[config.mk]
export PLATFORM = sky130hd
export DESIGN_NAME = svpwm5_gen
export DESIGN_NICKNAME = d
export VERILOG_FILES = /design/src/rtl/svpwm5_pkg.sv /design/src/rtl/svpwm5_carrier.sv /design/src/rtl/svpwm5_sector.sv /design/src/rtl/svpwm5_duration.sv /design/src/rtl/svpwm5_legs.sv /design/src/rtl/svpwm5_gen.sv
export SDC_FILE = /design/constraint.sdc
export NUM_CORES = 1
export LEC_CHECK = 0
export CAP_MARGIN = 5
export CORE_ASPECT_RATIO = 1.4
export CORE_MARGIN = 2
export CORE_UTILIZATION = 50
export DETAILED_ROUTE_END_ITERATION = 10
export PLACE_DENSITY = 0.69
export SLEW_MARGIN = 20
export SYNTH_ARGS = -nofsm -noshare
export SYNTH_HDL_FRONTEND = slang
export SYNTH_SLANG_ARGS = --single-unit
[constraint.sdc]
create_clock -name clk_i -period 3.1 [get_ports clk_i]
set_clock_uncertainty 0.15 [all_clocks]
set_input_delay 0.465 -clock clk_i [delete_from_list [all_inputs] [get_ports clk_i]]
set_output_delay 0.465 -clock clk_i [all_outputs]
set_load 0.01 [all_outputs]
[src/rtl/svpwm5_pkg.sv]
package svpwm5_pkg;

    localparam int NUM_LEGS = 3;

    typedef enum logic [1:0] {
        LEG_A = 2'd0,
        LEG_B = 2'd1,
        LEG_C = 2'd2
    } leg_e;

    // Role of each leg within one sector
    typedef struct packed {
        leg_e clamp;
        leg_e near;
        leg_e far;
    } leg_plan_t;

    function automatic leg_plan_t plan_for(input logic [2:0] sec);
        leg_plan_t p;
        case (sec)
            3'd2, 3'd5: p = '{clamp: LEG_C, near: LEG_A, far: LEG_B};
            3'd3, 3'd6: p = '{clamp: LEG_B, near: LEG_C, far: LEG_A};
            default:    p = '{clamp: LEG_A, near: LEG_B, far: LEG_C};
        endcase
        return p;
    endfunction

    // flags = {b > 0, b > r, b > -r}
    function automatic logic [2:0] sector_from_flags(input logic [2:0] flags);
        logic [2:0] s;
        case (flags)
            3'b101:  s = 3'd1;
            3'b111:  s = 3'd2;
            3'b110:  s = 3'd3;
            3'b010:  s = 3'd4;
            3'b000:  s = 3'd5;
            3'b001:  s = 3'd6;
            default: s = 3'd5;
        endcase
        return s;
    endfunction

endpackage

[src/rtl/svpwm5_carrier.sv]
module svpwm5_carrier #(
    parameter int CLK_DIV = 13,
    parameter int STEPS   = 32,
    parameter int CODE_W  = 9,
    parameter int CAR_LO  = 224,
    parameter int CAR_HI  = 352
) (
    input  logic              clk_i,
    input  logic              rst_ni,
    output logic              tick_o,
    output logic              valley_o,
    output logic [CODE_W-1:0] carrier_o
);

    localparam int DIV_W = (CLK_DIV > 1) ? $clog2(CLK_DIV) : 1;
    localparam int PH_W  = $clog2(STEPS);
    localparam int HALF  = STEPS / 2;
    localparam int STEP  = (CAR_HI - CAR_LO) / HALF;

    typedef struct packed {
        logic [DIV_W-1:0] div;
        logic [PH_W-1:0]  ph;
    } car_st_t;

    car_st_t st_d, st_q;

    always_comb begin
        st_d     = st_q;
        tick_o   = (st_q.div == DIV_W'(CLK_DIV - 1));
        valley_o = tick_o && (st_q.ph == PH_W'(STEPS - 1));
        if (tick_o) begin
            st_d.div = '0;
            st_d.ph  = (st_q.ph == PH_W'(STEPS - 1)) ? '0 : st_q.ph + 1'b1;
        end else begin
            st_d.div = st_q.div + 1'b1;
        end
        if (st_q.ph < PH_W'(HALF)) begin
            carrier_o = CODE_W'(CAR_LO + STEP * int'(st_q.ph));
        end else begin
            carrier_o = CODE_W'(CAR_HI - STEP * (int'(st_q.ph) - HALF));
        end
    end

    always_ff @(posedge clk_i or negedge rst_ni) begin
        if (!rst_ni) begin
            st_q <= '0;
        end else begin
            st_q <= st_d;
        end
    end

endmodule

[src/rtl/svpwm5_sector.sv]
module svpwm5_sector
    import svpwm5_pkg::*;
#(
    parameter int DW    = 20,
    parameter int K_NUM = 443,
    parameter int K_SH  = 8
) (
    input  logic signed [DW-1:0] a_i,
    input  logic signed [DW-1:0] b_i,
    output logic [2:0]           sector_o
);

    localparam logic signed [DW-1:0] K_C = DW'(K_NUM);

    logic signed [DW-1:0] a_k;
    logic signed [DW-1:0] a_k_neg;
    logic [2:0]           flags;

    always_comb begin
        a_k      = (a_i * K_C) >>> K_SH;
        a_k_neg  = -a_k;
        flags    = {b_i > 0, b_i > a_k, b_i > a_k_neg};
        sector_o = sector_from_flags(flags);
    end

endmodule

[src/rtl/svpwm5_duration.sv]
module svpwm5_duration #(
    parameter int DW     = 20,
    parameter int K_NUM  = 443,
    parameter int K_SH   = 8,
    parameter int CODE_W = 9,
    parameter int CAR_LO = 224,
    parameter int CAR_HI = 352
) (
    input  logic [2:0]           sector_i,
    input  logic signed [DW-1:0] a_i,
    input  logic signed [DW-1:0] b_i,
    output logic [CODE_W-1:0]    ta_o,
    output logic [CODE_W-1:0]    tab_o
);

    localparam int SPAN = CAR_HI - CAR_LO;
    localparam logic signed [DW-1:0] K_C    = DW'(K_NUM);
    localparam logic signed [DW-1:0] SPAN_C = DW'(SPAN);

    logic signed [DW-1:0] p3;
    logic signed [DW-1:0] xk;
    logic signed [DW-1:0] d1;
    logic signed [DW-1:0] d2;

    function automatic logic [CODE_W-1:0] to_code(input logic signed [DW-1:0] v);
        logic signed [DW-1:0] c;
        if (v < 0) begin
            c = '0;
        end else if (v > SPAN_C) begin
            c = SPAN_C;
        end else begin
            c = v;
        end
        return CODE_W'(CAR_LO) + CODE_W'(c);
    endfunction

    always_comb begin
        p3 = a_i + (a_i <<< 1);
        xk = (b_i * K_C) >>> K_SH;
        case (sector_i)
            3'd1:    begin d1 = p3 - xk;  d2 = xk <<< 1;   end
            3'd2:    begin d1 = p3 + xk;  d2 = xk - p3;    end
            3'd3:    begin d1 = xk <<< 1; d2 = -p3 - xk;   end
            3'd4:    begin d1 = xk - p3;  d2 = -(xk <<< 1); end
            3'd5:    begin d1 = -p3 - xk; d2 = p3 - xk;    end
            3'd6:    begin d1 = -(xk <<< 1); d2 = p3 + xk; end
            default: begin d1 = '0;       d2 = '0;         end
        endcase
        ta_o  = to_code(d1 >>> 1);
        tab_o = to_code((d1 + d2) >>> 1);
    end

endmodule

[src/rtl/svpwm5_legs.sv]
module svpwm5_legs
    import svpwm5_pkg::*;
#(
    parameter int CODE_W = 9
) (
    input  logic [2:0]          sector_i,
    input  logic [CODE_W-1:0]   carrier_i,
    input  logic [CODE_W-1:0]   ta_i,
    input  logic [CODE_W-1:0]   tab_i,
    output logic [NUM_LEGS-1:0] legs_o
);

    leg_plan_t plan;
    logic      odd;
    logic      live;

    assign plan = plan_for(sector_i);
    assign odd  = sector_i[0];
    assign live = (sector_i != 3'd0) && (sector_i != 3'd7);

    for (genvar g = 0; g < NUM_LEGS; g++) begin : g_leg
        logic bit_w;
        logic near_hit;
        logic far_hit;

        always_comb begin
            near_hit = odd ? (carrier_i > ta_i)  : (carrier_i < ta_i);
            far_hit  = odd ? (carrier_i > tab_i) : (carrier_i < tab_i);
            if (!live) begin
                bit_w = 1'b0;
            end else if (plan.clamp == leg_e'(g)) begin
                bit_w = odd;
            end else if (plan.near == leg_e'(g)) begin
                bit_w = near_hit;
            end else if (plan.far == leg_e'(g)) begin
                bit_w = far_hit;
            end else begin
                bit_w = 1'b0;
            end
        end

        assign legs_o[g] = bit_w;
    end

endmodule

[src/rtl/svpwm5_gen.sv]
module svpwm5_gen
    import svpwm5_pkg::*;
#(
    parameter int CODE_W  = 9,
    parameter int CAR_LO  = 224,
    parameter int CAR_HI  = 352,
    parameter int STEPS   = 32,
    parameter int CLK_DIV = 13,
    parameter int K_NUM   = 443,
    parameter int K_SH    = 8
) (
    input  logic              clk_i,
    input  logic              rst_ni,
    input  logic [CODE_W-1:0] alpha_i,
    input  logic [CODE_W-1:0] beta_i,
    output logic              sa_o,
    output logic              sb_o,
    output logic              sc_o,
    output logic [2:0]        sector_o
);

    localparam int DW = CODE_W + 2 + $clog2(K_NUM + 1);
    localparam logic signed [DW-1:0] ZERO_C = DW'(CAR_LO);

    typedef struct packed {
        logic [2:0]          sector;
        logic [CODE_W-1:0]   ta;
        logic [CODE_W-1:0]   tab;
        logic [NUM_LEGS-1:0] legs;
    } gen_st_t;

    gen_st_t st_d, st_q;

    logic                 tick_w;
    logic                 valley_w;
    logic [CODE_W-1:0]    carrier_w;
    logic signed [DW-1:0] a_w;
    logic signed [DW-1:0] b_w;
    logic [2:0]           sec_w;
    logic [CODE_W-1:0]    ta_w;
    logic [CODE_W-1:0]    tab_w;
    logic [NUM_LEGS-1:0]  legs_w;

    assign a_w = $signed(DW'(alpha_i)) - ZERO_C;
    assign b_w = $signed(DW'(beta_i)) - ZERO_C;

    svpwm5_carrier #(
        .CLK_DIV (CLK_DIV),
        .STEPS   (STEPS),
        .CODE_W  (CODE_W),
        .CAR_LO  (CAR_LO),
        .CAR_HI  (CAR_HI)
    ) u_carrier (
        .clk_i     (clk_i),
        .rst_ni    (rst_ni),
        .tick_o    (tick_w),
        .valley_o  (valley_w),
        .carrier_o (carrier_w)
    );

    svpwm5_sector #(
        .DW    (DW),
        .K_NUM (K_NUM),
        .K_SH  (K_SH)
    ) u_sector (
        .a_i      (a_w),
        .b_i      (b_w),
        .sector_o (sec_w)
    );

    svpwm5_duration #(
        .DW     (DW),
        .K_NUM  (K_NUM),
        .K_SH   (K_SH),
        .CODE_W (CODE_W),
        .CAR_LO (CAR_LO),
        .CAR_HI (CAR_HI)
    ) u_duration (
        .sector_i (sec_w),
        .a_i      (a_w),
        .b_i      (b_w),
        .ta_o     (ta_w),
        .tab_o    (tab_w)
    );

    svpwm5_legs #(
        .CODE_W (CODE_W)
    ) u_legs (
        .sector_i  (st_q.sector),
        .carrier_i (carrier_w),
        .ta_i      (st_q.ta),
        .tab_i     (st_q.tab),
        .legs_o    (legs_w)
    );

    always_comb begin
        st_d      = st_q;
        st_d.legs = legs_w;
        if (valley_w) begin
            st_d.sector = sec_w;
            st_d.ta     = ta_w;
            st_d.tab    = tab_w;
        end
    end

    always_ff @(posedge clk_i or negedge rst_ni) begin
        if (!rst_ni) begin
            st_q <= '0;
        end else begin
            st_q <= st_d;
        end
    end

    assign sa_o     = st_q.legs[0];
    assign sb_o     = st_q.legs[1];
    assign sc_o     = st_q.legs[2];
    assign sector_o = st_q.sector;

endmodule

Yosys cells after proc, flatten, opt, wreduce, memory -nomap -nowiden

Index checks and enable logic that the tools add are counted.

$lt $le $gt $ge: 12
Equality and inequality tests: 24
Multiplexer cells: 25
Multiply operators: 2
Add/sub/neg operators: 18
Reduce and logical (&&, ||, !) cells: 8

Operator list:

| operator                 | count |
|---|---|
| $pmux W20 S6             | 2 |
| $mux W9                  | 5 |
| $mul A10 B10 Y20 const B | 2 |
| $neg A12 Y20             | 2 |
| $gt A19 B9 Y1 const B    | 2 |
| $lt A19 B1 Y1 const B    | 2 |
| $sub A12 B12 Y13         | 2 |
| $eq A3 B3 Y1 const B     | 8 |
| $add A20 B20 Y20         | 1 |
| $gt A10 B20 Y1           | 1 |
| $neg A13 Y20             | 1 |
| $sub A20 B12 Y20         | 1 |
| $sub A9 B8 Y10 const B   | 2 |
| $add A9 B9 Y9 const A    | 2 |
| $gt A9 B9 Y1             | 2 |
| $lt A9 B9 Y1             | 2 |
| $eq A3 B2 Y1 const B     | 5 |
| $pmux W3 S5              | 1 |
| $mux W1                  | 14 |
| $add A12 B12 Y13         | 1 |
| $add A10 B11 Y12         | 1 |
| $gt A10 B12 Y1           | 1 |
| $pmux W6 S2              | 1 |
| $gt A10 B1 Y1 const B    | 1 |
| other kinds (18)         | 27 |

Word-level logic and storage cells: 95
Output and inout port bits: 6
Flip-flop bits (word level): 33
Input bits: 20

Depth between registers and ports, before layout

Gate-level depths: netlist of the first run.

Depth after elaboration: 13
Mapped depth: 57
Gate-level depth less buffers: 56

Hierarchy

From an unflattened synthesis of the first run, not the netlist that was laid out.

Cells, all modules: 2247
Area, all modules: 17966.0 um^2

Modules (own cells, without submodules):

| module          | instances | cells an instance | sequential area each (um^2) | area an instance (um^2) |
|---|---|---|---|---|
| svpwm5_duration | 1         | 1522              | 0.0                         | 11365.9 |
| svpwm5_sector   | 1         | 502               | 0.0                         | 4272.8 |
| svpwm5_gen      | 1         | 62                | 600.6                       | 1044.8 |
| svpwm5_carrier  | 1         | 70                | 225.2                       | 641.9 |
| svpwm5_legs     | 1         | 91                | 0.0                         | 640.6 |

Worst setup path before layout of the first run

No wires, ideal clock.

Path kind: input-to-reg
Start point: input port alpha_i[5]
End point: register st_q[10] (netlist name)
Path slack: -8657 ps
Library setup time: 123 ps
Data arrival time: 11484 ps
Cell stages on the path: 52
Cell sequence: ha_1 -> a21oi_2 -> ha_1 -> inv_1 -> fa_1 -> inv_1 -> fa_1 -> fa_1 -> inv_1 -> fa_1 -> inv_1 -> ha_1 -> and4_1 -> and2_1 -> or3_1 -> a21oi_1 -> o21bai_1 -> a21oi_1 -> [16 not listed] -> a211oi_1 -> o221ai_1 -> ha_1 -> clkbuf_1 -> a21o_1 -> a21o_1 -> a21oi_1 -> nor4bb_1 -> nand3_1 -> a311oi_1 -> o21bai_1 -> xnor2_1 -> nand4_1 -> ha_1 -> nand2_1 -> nor4b_1 -> a31oi_1 -> nand2_1

Word-level cells in the longest chain between the ends: 13
Elaborated cells on any way between the ends: 31
Classes of those cells: 10 x add/sub; 1 x mul; 4 x order compare; 11 x eq/ne; 5 x mux

RTL lines:

| item                                       | line                  | source |
|---|---|---|
| from (decl)                                | svpwm5_gen.sv:14      | `input logic [CODE_W-1:0] alpha_i,` |
| $sub A9 B8 Y10 (*)                         | svpwm5_gen.sv:44      | `assign a_w = $signed(DW'(alpha_i)) - ZERO_C;` |
| $mul A10 B10 Y20                           | svpwm5_sector.sv:20   | `a_k = (a_i * K_C) >>> K_SH;` |
| $neg A12 Y20                               | svpwm5_sector.sv:21   | `a_k_neg = -a_k;` |
| $gt A10 B20 Y1                             | svpwm5_sector.sv:22   | `flags = {b_i > 0, b_i > a_k, b_i > a_k_neg};` |
| $eq A3 B1 Y1, or another cell as far along | svpwm5_pkg.sv:31      | `case (flags)` |
| $pmux W3 S5                                | svpwm5_pkg.sv:31      |  |
| $eq A3 B3 Y1, or another cell as far along | svpwm5_duration.sv:40 | `case (sector_i)` |
| $pmux W20 S6                               | svpwm5_duration.sv:40 |  |
| $add A20 B20 Y20 (*)                       | svpwm5_duration.sv:50 | `tab_o = to_code((d1 + d2) >>> 1);` |
| $gt A19 B9 Y1                              | svpwm5_duration.sv:29 | `end else if (v > SPAN_C) begin` |
| $mux W9                                    | svpwm5_duration.sv:29 |  |
| $mux W9 (*)                                | svpwm5_duration.sv:27 | `if (v < 0) begin` |
| $add A9 B9 Y9 (*)                          | svpwm5_duration.sv:34 | `return CODE_W'(CAR_LO) + CODE_W'(c);` |
| to (signal assigned)                       | svpwm5_gen.sv:110     | `st_q <= st_d;` |
| to (decl)                                  | svpwm5_gen.sv:32      | `gen_st_t st_d, st_q;` |

Mark *: on every way between the ends. The rest lies on a longest branch, timed or not.
A chain may end at the register's enable or synchronous reset.

Worst setup path in the final report of the first run

Start point: input port alpha_i[6]
End point: register st_q[11] (netlist name)

Same word-level chain as after synthesis.

==> results of run 1 <==
through the flow:
| step | std cells | hold WS [ns] | setup TNS, ns | setup slack [ns] | area [sq um] |
|---|---|---|---|---|---|
| 3_3_place_gp | 2371 | 0.304 | -166.73 | -8.83 | 17100 |
| 2_1_floorplan | 1580 | 0.0194 | -144.31 | -7.95 | 13000 |
| 3_5_place_dp | 2371 | 0.310 | -172.50 | -9.12 | 17100 |
| 4_1_cts | 2392 | 0.321 | -144.26 | -7.85 | 17600 |
| 5_1_grt | 2407 | 0.380 | -156.07 | -8.69 | 18000 |
| 6_report | 2407 | 0.345 | -147.06 | -8.13 | 18000 |
sequential cells by signal, summed over array words and instances, names as in the netlist:
signal / cells
sector_o: 3
st_q: 18
sc_o: 1
u_carrier.st_q: 9
sa_o: 1
sb_o: 1
cell usage after synthesis (22+ instances only):
cell,count,share of area [%]
fa_1,92,15
clkbuf_1,23,0.68
o21ai_0,87,3.4
xnor2_1,79,5.5
xor2_1,29,2.0
a21o_1,24,1.4
nand2_1,114,3.4
nor2_1,78,2.3
inv_1,273,8.1
o21bai_1,24,1.4
nand3_1,37,1.5
ha_1,246,24
o211ai_1,23,1.4
a21oi_1,98,3.9
nor3_1,22,0.87
dfrtp_1,33,6.5
logic make-up after synthesis:
logic type / share of synthesized area, %
AO/OA/AOI/OAI: 22.5
XOR/XNOR: 7.71
adder cells (fa/ha/maj): 38.8
buffers and inverters: 9.57
flip-flops: 6.51
multiplexers: 1.21
AND/OR/NAND/NOR: 13.7
final cells by class:
type                       count  area, sq um
tap                          319          399
sequential                    33          826
timing repair buffer         538         4200
fill                        1971         7170
clock buffer                   7          143
inverter                     276         1040
multi-input combinational   1234        11400
worst min-delay path by stage:
stage	cells past startpoint	endpoint	from	slack, ns
6_report	1	u_carrier.st_q[5]$_DFF_PN0_	u_carrier.st_q[5]$_DFF_PN0_	0.34
5_1_grt	2	st_q[13]$_DFFE_PN0P_	st_q[13]$_DFFE_PN0P_	0.38
4_1_cts	2	st_q[13]$_DFFE_PN0P_	st_q[13]$_DFFE_PN0P_	0.32
3_5_place_dp	2	st_q[13]$_DFFE_PN0P_	st_q[13]$_DFFE_PN0P_	0.31
3_3_place_gp	2	st_q[13]$_DFFE_PN0P_	st_q[13]$_DFFE_PN0P_	0.30
2_1_floorplan	0	sa_o$_DFF_PN0_	rst_ni	0.02
layer usage:
| layer | up-vias | GRT usage [%] | share of wire [%] |
|---|---|---|---|
| met5 | - | 0 | 0 |
| met4 | 0 | 15.4 | 6.0 |
| met3 | 136 | 1.49 | 2.3 |
| met2 | 312 | 59.4 | 55 |
| met1 | 6298 | 29.2 | 36 |
| li1 | 6488 | - | - |
repair_timing:
action                     CTS  global route
setup buffers               17            18
pin swaps                   61            55
setup endpoints to repair   23            24
cloned                       0             1
resized for setup           96            74
hold buffers                 0             0
worst max-delay path: cells and delay by family:
kind / cells / cell delay, ns
xor+xnor: 2 / 0.24
mux: 2 / 0.37
simple gates: 15 / 3.01
fa+ha+maj: 9 / 3.31
compound gates: 13 / 2.80
buf+inv: 11 / 1.03
==> run_results.csv, run 1 <==
group,metric,value,unit
run_status,status,"finished with violations",
run_status,violations,"setup timing",
sta,tightest_slew,0.754,ns
setup_path,r2r_slack,0.15,ns
sta,finalHoldViolations,0,
finish,syn_to_final_growth,42.1,%
finish,layout-drive-gt1-share,33.2,%
route,drt_iter0_drc,556,
floorplanning,chipHeight,192,um
setup_path,rr_worst_depth,18,
global_route,grtUsageTotal,29.0,%
setup_path,path_max_fanout,5,
global_route,antenna_found_initial,0,
floorplanning,die_x,139,um
logic_synthesis,avgSynthCellArea,8.03,sq um
global_route,grt_pass1_wl,64.0,mm
logic_synthesis,synthCells,1580,
logic_synthesis,ys_seq_area_share,6.51,%
sta,fin_crit,11.23,ns
cts,clockRootBuffer,"clkbuf_16",
logic_synthesis,synth-main-ff-cell,"dfrtp_1",
flow_run,maxCapViolations,0,
setup_path,cp.required,3.09,ns
finish,mostFrequentLayoutCell,"buf_4",
logic_synthesis,netlist_area,0.0127,sq mm
logic_synthesis,async_flop_share,100,%
setup_path,crit_arrival,11.22,ns
finish,diodes,0,
placement,port_buffers,25,
logic_synthesis,synth_nets,1938,
setup_path,endpoint,"st_q[11]$_DFFE_PN0P_",
logic_synthesis,ys_seq_elements,33,
global_route,grt_pass1_vias,13900,
sta,fmax,89.1,MHz
floorplanning,top_level_ports,26,
logic_synthesis,synth.distinct_cells,94,
floorplanning,num_rows,69,
sta,rsz0062_at_grt,"yes",
floorplanning,core_area,0.0252,sq mm
global_route,grt-ovfl-total,0,
setup_path,cp-startpoint,"alpha_i[6]",
global_route,grt_max_degree,34,
sta,setup_slack,-8.13,ns
setup_path,crit_type,"input pin to register",
finish,mostFrequentLayoutCells,"buf_4 (494), inv_1 (258), ha_1 (230)",
floorplanning,die-area,0.0267,sq mm
setup_path,cp_slowest_stage_delay,0.53,ns
placement,finalWeightedCongestion,1.00,
floorplanning,start_util,50.3,%
setup_path,r2r-start,"u_carrier.st_q[0]$_DFFE_PN0P_",
sta,slew_violations,0,
cts,clk_pin_slew_worst_paths,0.05,ns
sta,finalSetupViolCount,21,
route,vias,13200,
logic_synthesis,synth_edf_count,0,
cts,cts_tree,"yes",
setup_path,r2r_end,"sa_o$_DFF_PN0_",
logic_synthesis,yosys_warnings,0,
cts,numCtsBuffers,5,
setup_path,cp_slowest_cell,"fa_1",
route,drcViolationCount,0,
placement,dpl.hpwl,33.7,mm
finish,nNetsFinal,2446,
finish,utilization,71.5,%
setup_path,worstSetupStartpointType,"input pin",
worst_hold_path,hold_path.class,"register to register",
setup_path,end_kind,"register",
route,dr.pass1.iters,7,
route,antenna_left,0,
cts,cts_max_level,2,
sta,period_share,362,%
cts,clk-insertion-delay-late,0.28,ns
route,viasPerCell,5.50,
cts,clock_sinks,33,
cts,clockBufferDepth,2,
route,detail_route.wl_per_cell,16.3,um
sta,slew_headroom,49.3,%
route,wirelength,39.3,mm
Power of run 1 is not shown: default switching activity piles up to over one toggle a cycle in this logic, so the estimate is an artifact.
==> inputs of run 2 (changes only) <==
ABC_AREA = 0   (was unset)
==> results of run 2 <==
No change in the layout: final DEF, timing and power equal those of run 1.
Power of run 2 is left out for the same reason.
==> inputs of run 3 (changes only) <==
CELL_PAD_IN_SITES_DETAIL_PLACEMENT = 1   (was unset)
CELL_PAD_IN_SITES_GLOBAL_PLACEMENT = 2   (was unset)
CORE_UTILIZATION = 36   (was 50)
PLACE_DENSITY = unset   (was 0.69)
PLACE_DENSITY_LB_ADDON = 0.1   (was unset)
==> run_results.csv, run 3 (same netlist as run 1, synthesis figures left out) <==
group,metric,value,unit
global_route,grt-busiest-layer,"met2",
finish,regArea,826,sq um
cts,clk_pin_slew_worst_paths,0.05,ns
cts,clock_sinks,33,
floorplanning,chipHeight,226,um
global_route,grt-ovfl-total,0,
placement,dpl-instance-area,0.0174,sq mm
setup_path,crit_type,"input pin to register",
floorplanning,top_level_ports,26,
worst_hold_path,holdPathStages,2,
global_route,grtUsageTotal,25.5,%
sta,fin_crit,11.31,ns
sta,finalSetupViolCount,21,
sta,period_share,365,%
floorplanning,die-area,0.0368,sq mm
finish,final_cell_area,0.0186,sq mm
sta,fmax,88.4,MHz
worst_hold_path,hold_start,"st_q[3]$_DFFE_PN0P_",
finish,nNetsFinal,2478,
global_route,grt_pass1_vias,15100,
worst_hold_path,hold_path.class,"register to register",
cts,clockBufferDepth,2,
setup_path,crit_arrival,11.33,ns
cts,clockRootBuffer,"clkbuf_16",
sta,slew_violations,0,
setup_path,r2r-start,"u_carrier.st_q[1]$_DFFE_PN0P_",
setup_path,critPathBufInv,10,
global_route,antenna_found_initial,0,
floorplanning,core_area,0.0349,sq mm
placement,dpl.hpwl,40.6,mm
floorplanning,die_x,163,um
floorplanning,num_rows,81,
setup_path,path_max_fanout,5,
finish,layout-drive-gt1-share,35.2,%
sta,slew_headroom,55.3,%
run_status,violations,"setup timing",
route,dr.pass1.iters,5,
setup_path,rr_worst_depth,16,
placement,finalWeightedCongestion,0.945,
cts,cts_hold_buffers,0,
cts,clk-insertion-delay-late,0.28,ns
finish,syn_to_final_growth,46.8,%
finish,diodes,0,
placement,port_buffers,25,
flow_run,maxCapViolations,0,
finish,multi_input_area,0.0116,sq mm
setup_path,crit_top_cell,"inv_2",
setup_path,r2r_slack,0.17,ns
route,drcViolationCount,0,
sta,tightest_slew,0.663,ns
global_route,grt_use_met3,1.32,%
setup_path,end_kind,"register",
route,antenna_left,0,
worst_hold_path,hold_end,"st_q[3]$_DFFE_PN0P_",
cts,cts_max_level,2,
route,wirelength,46.9,mm
finish,mostFrequentLayoutCell,"buf_4",
finish,largest-register,"st_q",
cts,numCtsBuffers,5,
route,drt_iter0_drc,440,
cts,cts_tree,"yes",
setup_path,cp_slowest_cell,"fa_1",
floorplanning,start_util,36.4,%
route,detail_route.wl_per_cell,18.2,um
setup_path,cp.required,3.11,ns
setup_path,worstSetupStartpointType,"input pin",
sta,setup_slack,-8.21,ns
run_status,status,"finished with violations",
route,viasPerCell,5.23,
setup_path,cp_slowest_stage_delay,0.53,ns
setup_path,cp_top_family,"adder cells",
global_route,met2_usage,53.0,%
route,vias,13500,
finish,largest_reg_flops,18,
sta,finalHoldViolations,0,
finish,fill_cells,4265,
setup_path,r2r_end,"sc_o$_DFF_PN0_",
global_route,grt_pass1_wl,74.9,mm
global_route,grt_use_met1,25.5,%
global_route,grt_max_degree,34,
finish,mostFrequentLayoutCells,"buf_4 (524), inv_1 (260), ha_1 (230)",
sta,rsz0062_at_grt,"yes",
run 3: layout make-up:
| type | count | share of cell area (%) |
|---|---|---|
| Clock inverter | 3 | 0.0940 |
| Inverter | 276 | 5.60 |
| Sequential cell | 33 | 4.43 |
| Clock buffer | 5 | 0.672 |
| Tap cell | 456 | 3.06 |
| Multi-Input combinational cell | 1234 | 62.2 |
| Timing Repair Buffer | 570 | 23.9 |
run 3: stage by stage:
stage / hold slack, ns / utilization, % / worst slack (ns) / TNS, ns / instances
after floorplan: 0.0194 / - / -7.95 / -144.31 / 1580
after global placement: 0.306 / 49.8 / -8.93 / -169.20 / 2526
after detailed placement: 0.312 / 49.8 / -9.34 / -176.44 / 2526
after CTS: 0.326 / 52.1 / -8.02 / -147.76 / 2559
after global routing: 0.352 / 53.4 / -8.55 / -157.82 / 2577
final: 0.330 / 53.4 / -8.21 / -151.38 / 2577
run 3: tightest hold or removal path: cells and delay by family, from the launching register on:
kind               cells  cell delay, ns
DFF                    1            0.34
and+or+nand+nor        1            0.06
AOI/OAI and AO/OA      1            0.05
run 3: worst max-delay path by stage:
stage                     startpoint                    to  cells after the start
after global routing      alpha_i[5]  st_q[10]$_DFFE_PN0P_                     54
after CTS                  beta_i[5]  st_q[10]$_DFFE_PN0P_                     52
after global placement    alpha_i[5]  st_q[10]$_DFFE_PN0P_                     52
after detailed placement  alpha_i[5]  st_q[10]$_DFFE_PN0P_                     59
after floorplan           alpha_i[5]  st_q[10]$_DFFE_PN0P_                     51
final                     alpha_i[6]  st_q[10]$_DFFE_PN0P_                     52
run 3: repair_timing:
action	CTS	global route
pin swaps	72	59
buffers inserted	26	22
setup endpoints to repair	24	24
resized for setup	126	79
endpoints found under the hold margin	0	0
run 3: per-layer routing:
layer	vias to the layer above	wire [um]
met2	188	26900
li1	6534	-
met3	115	676
met4	0	2280
met1	6630	17100
met5	-	0
Power of run 3 is left out for the same reason.
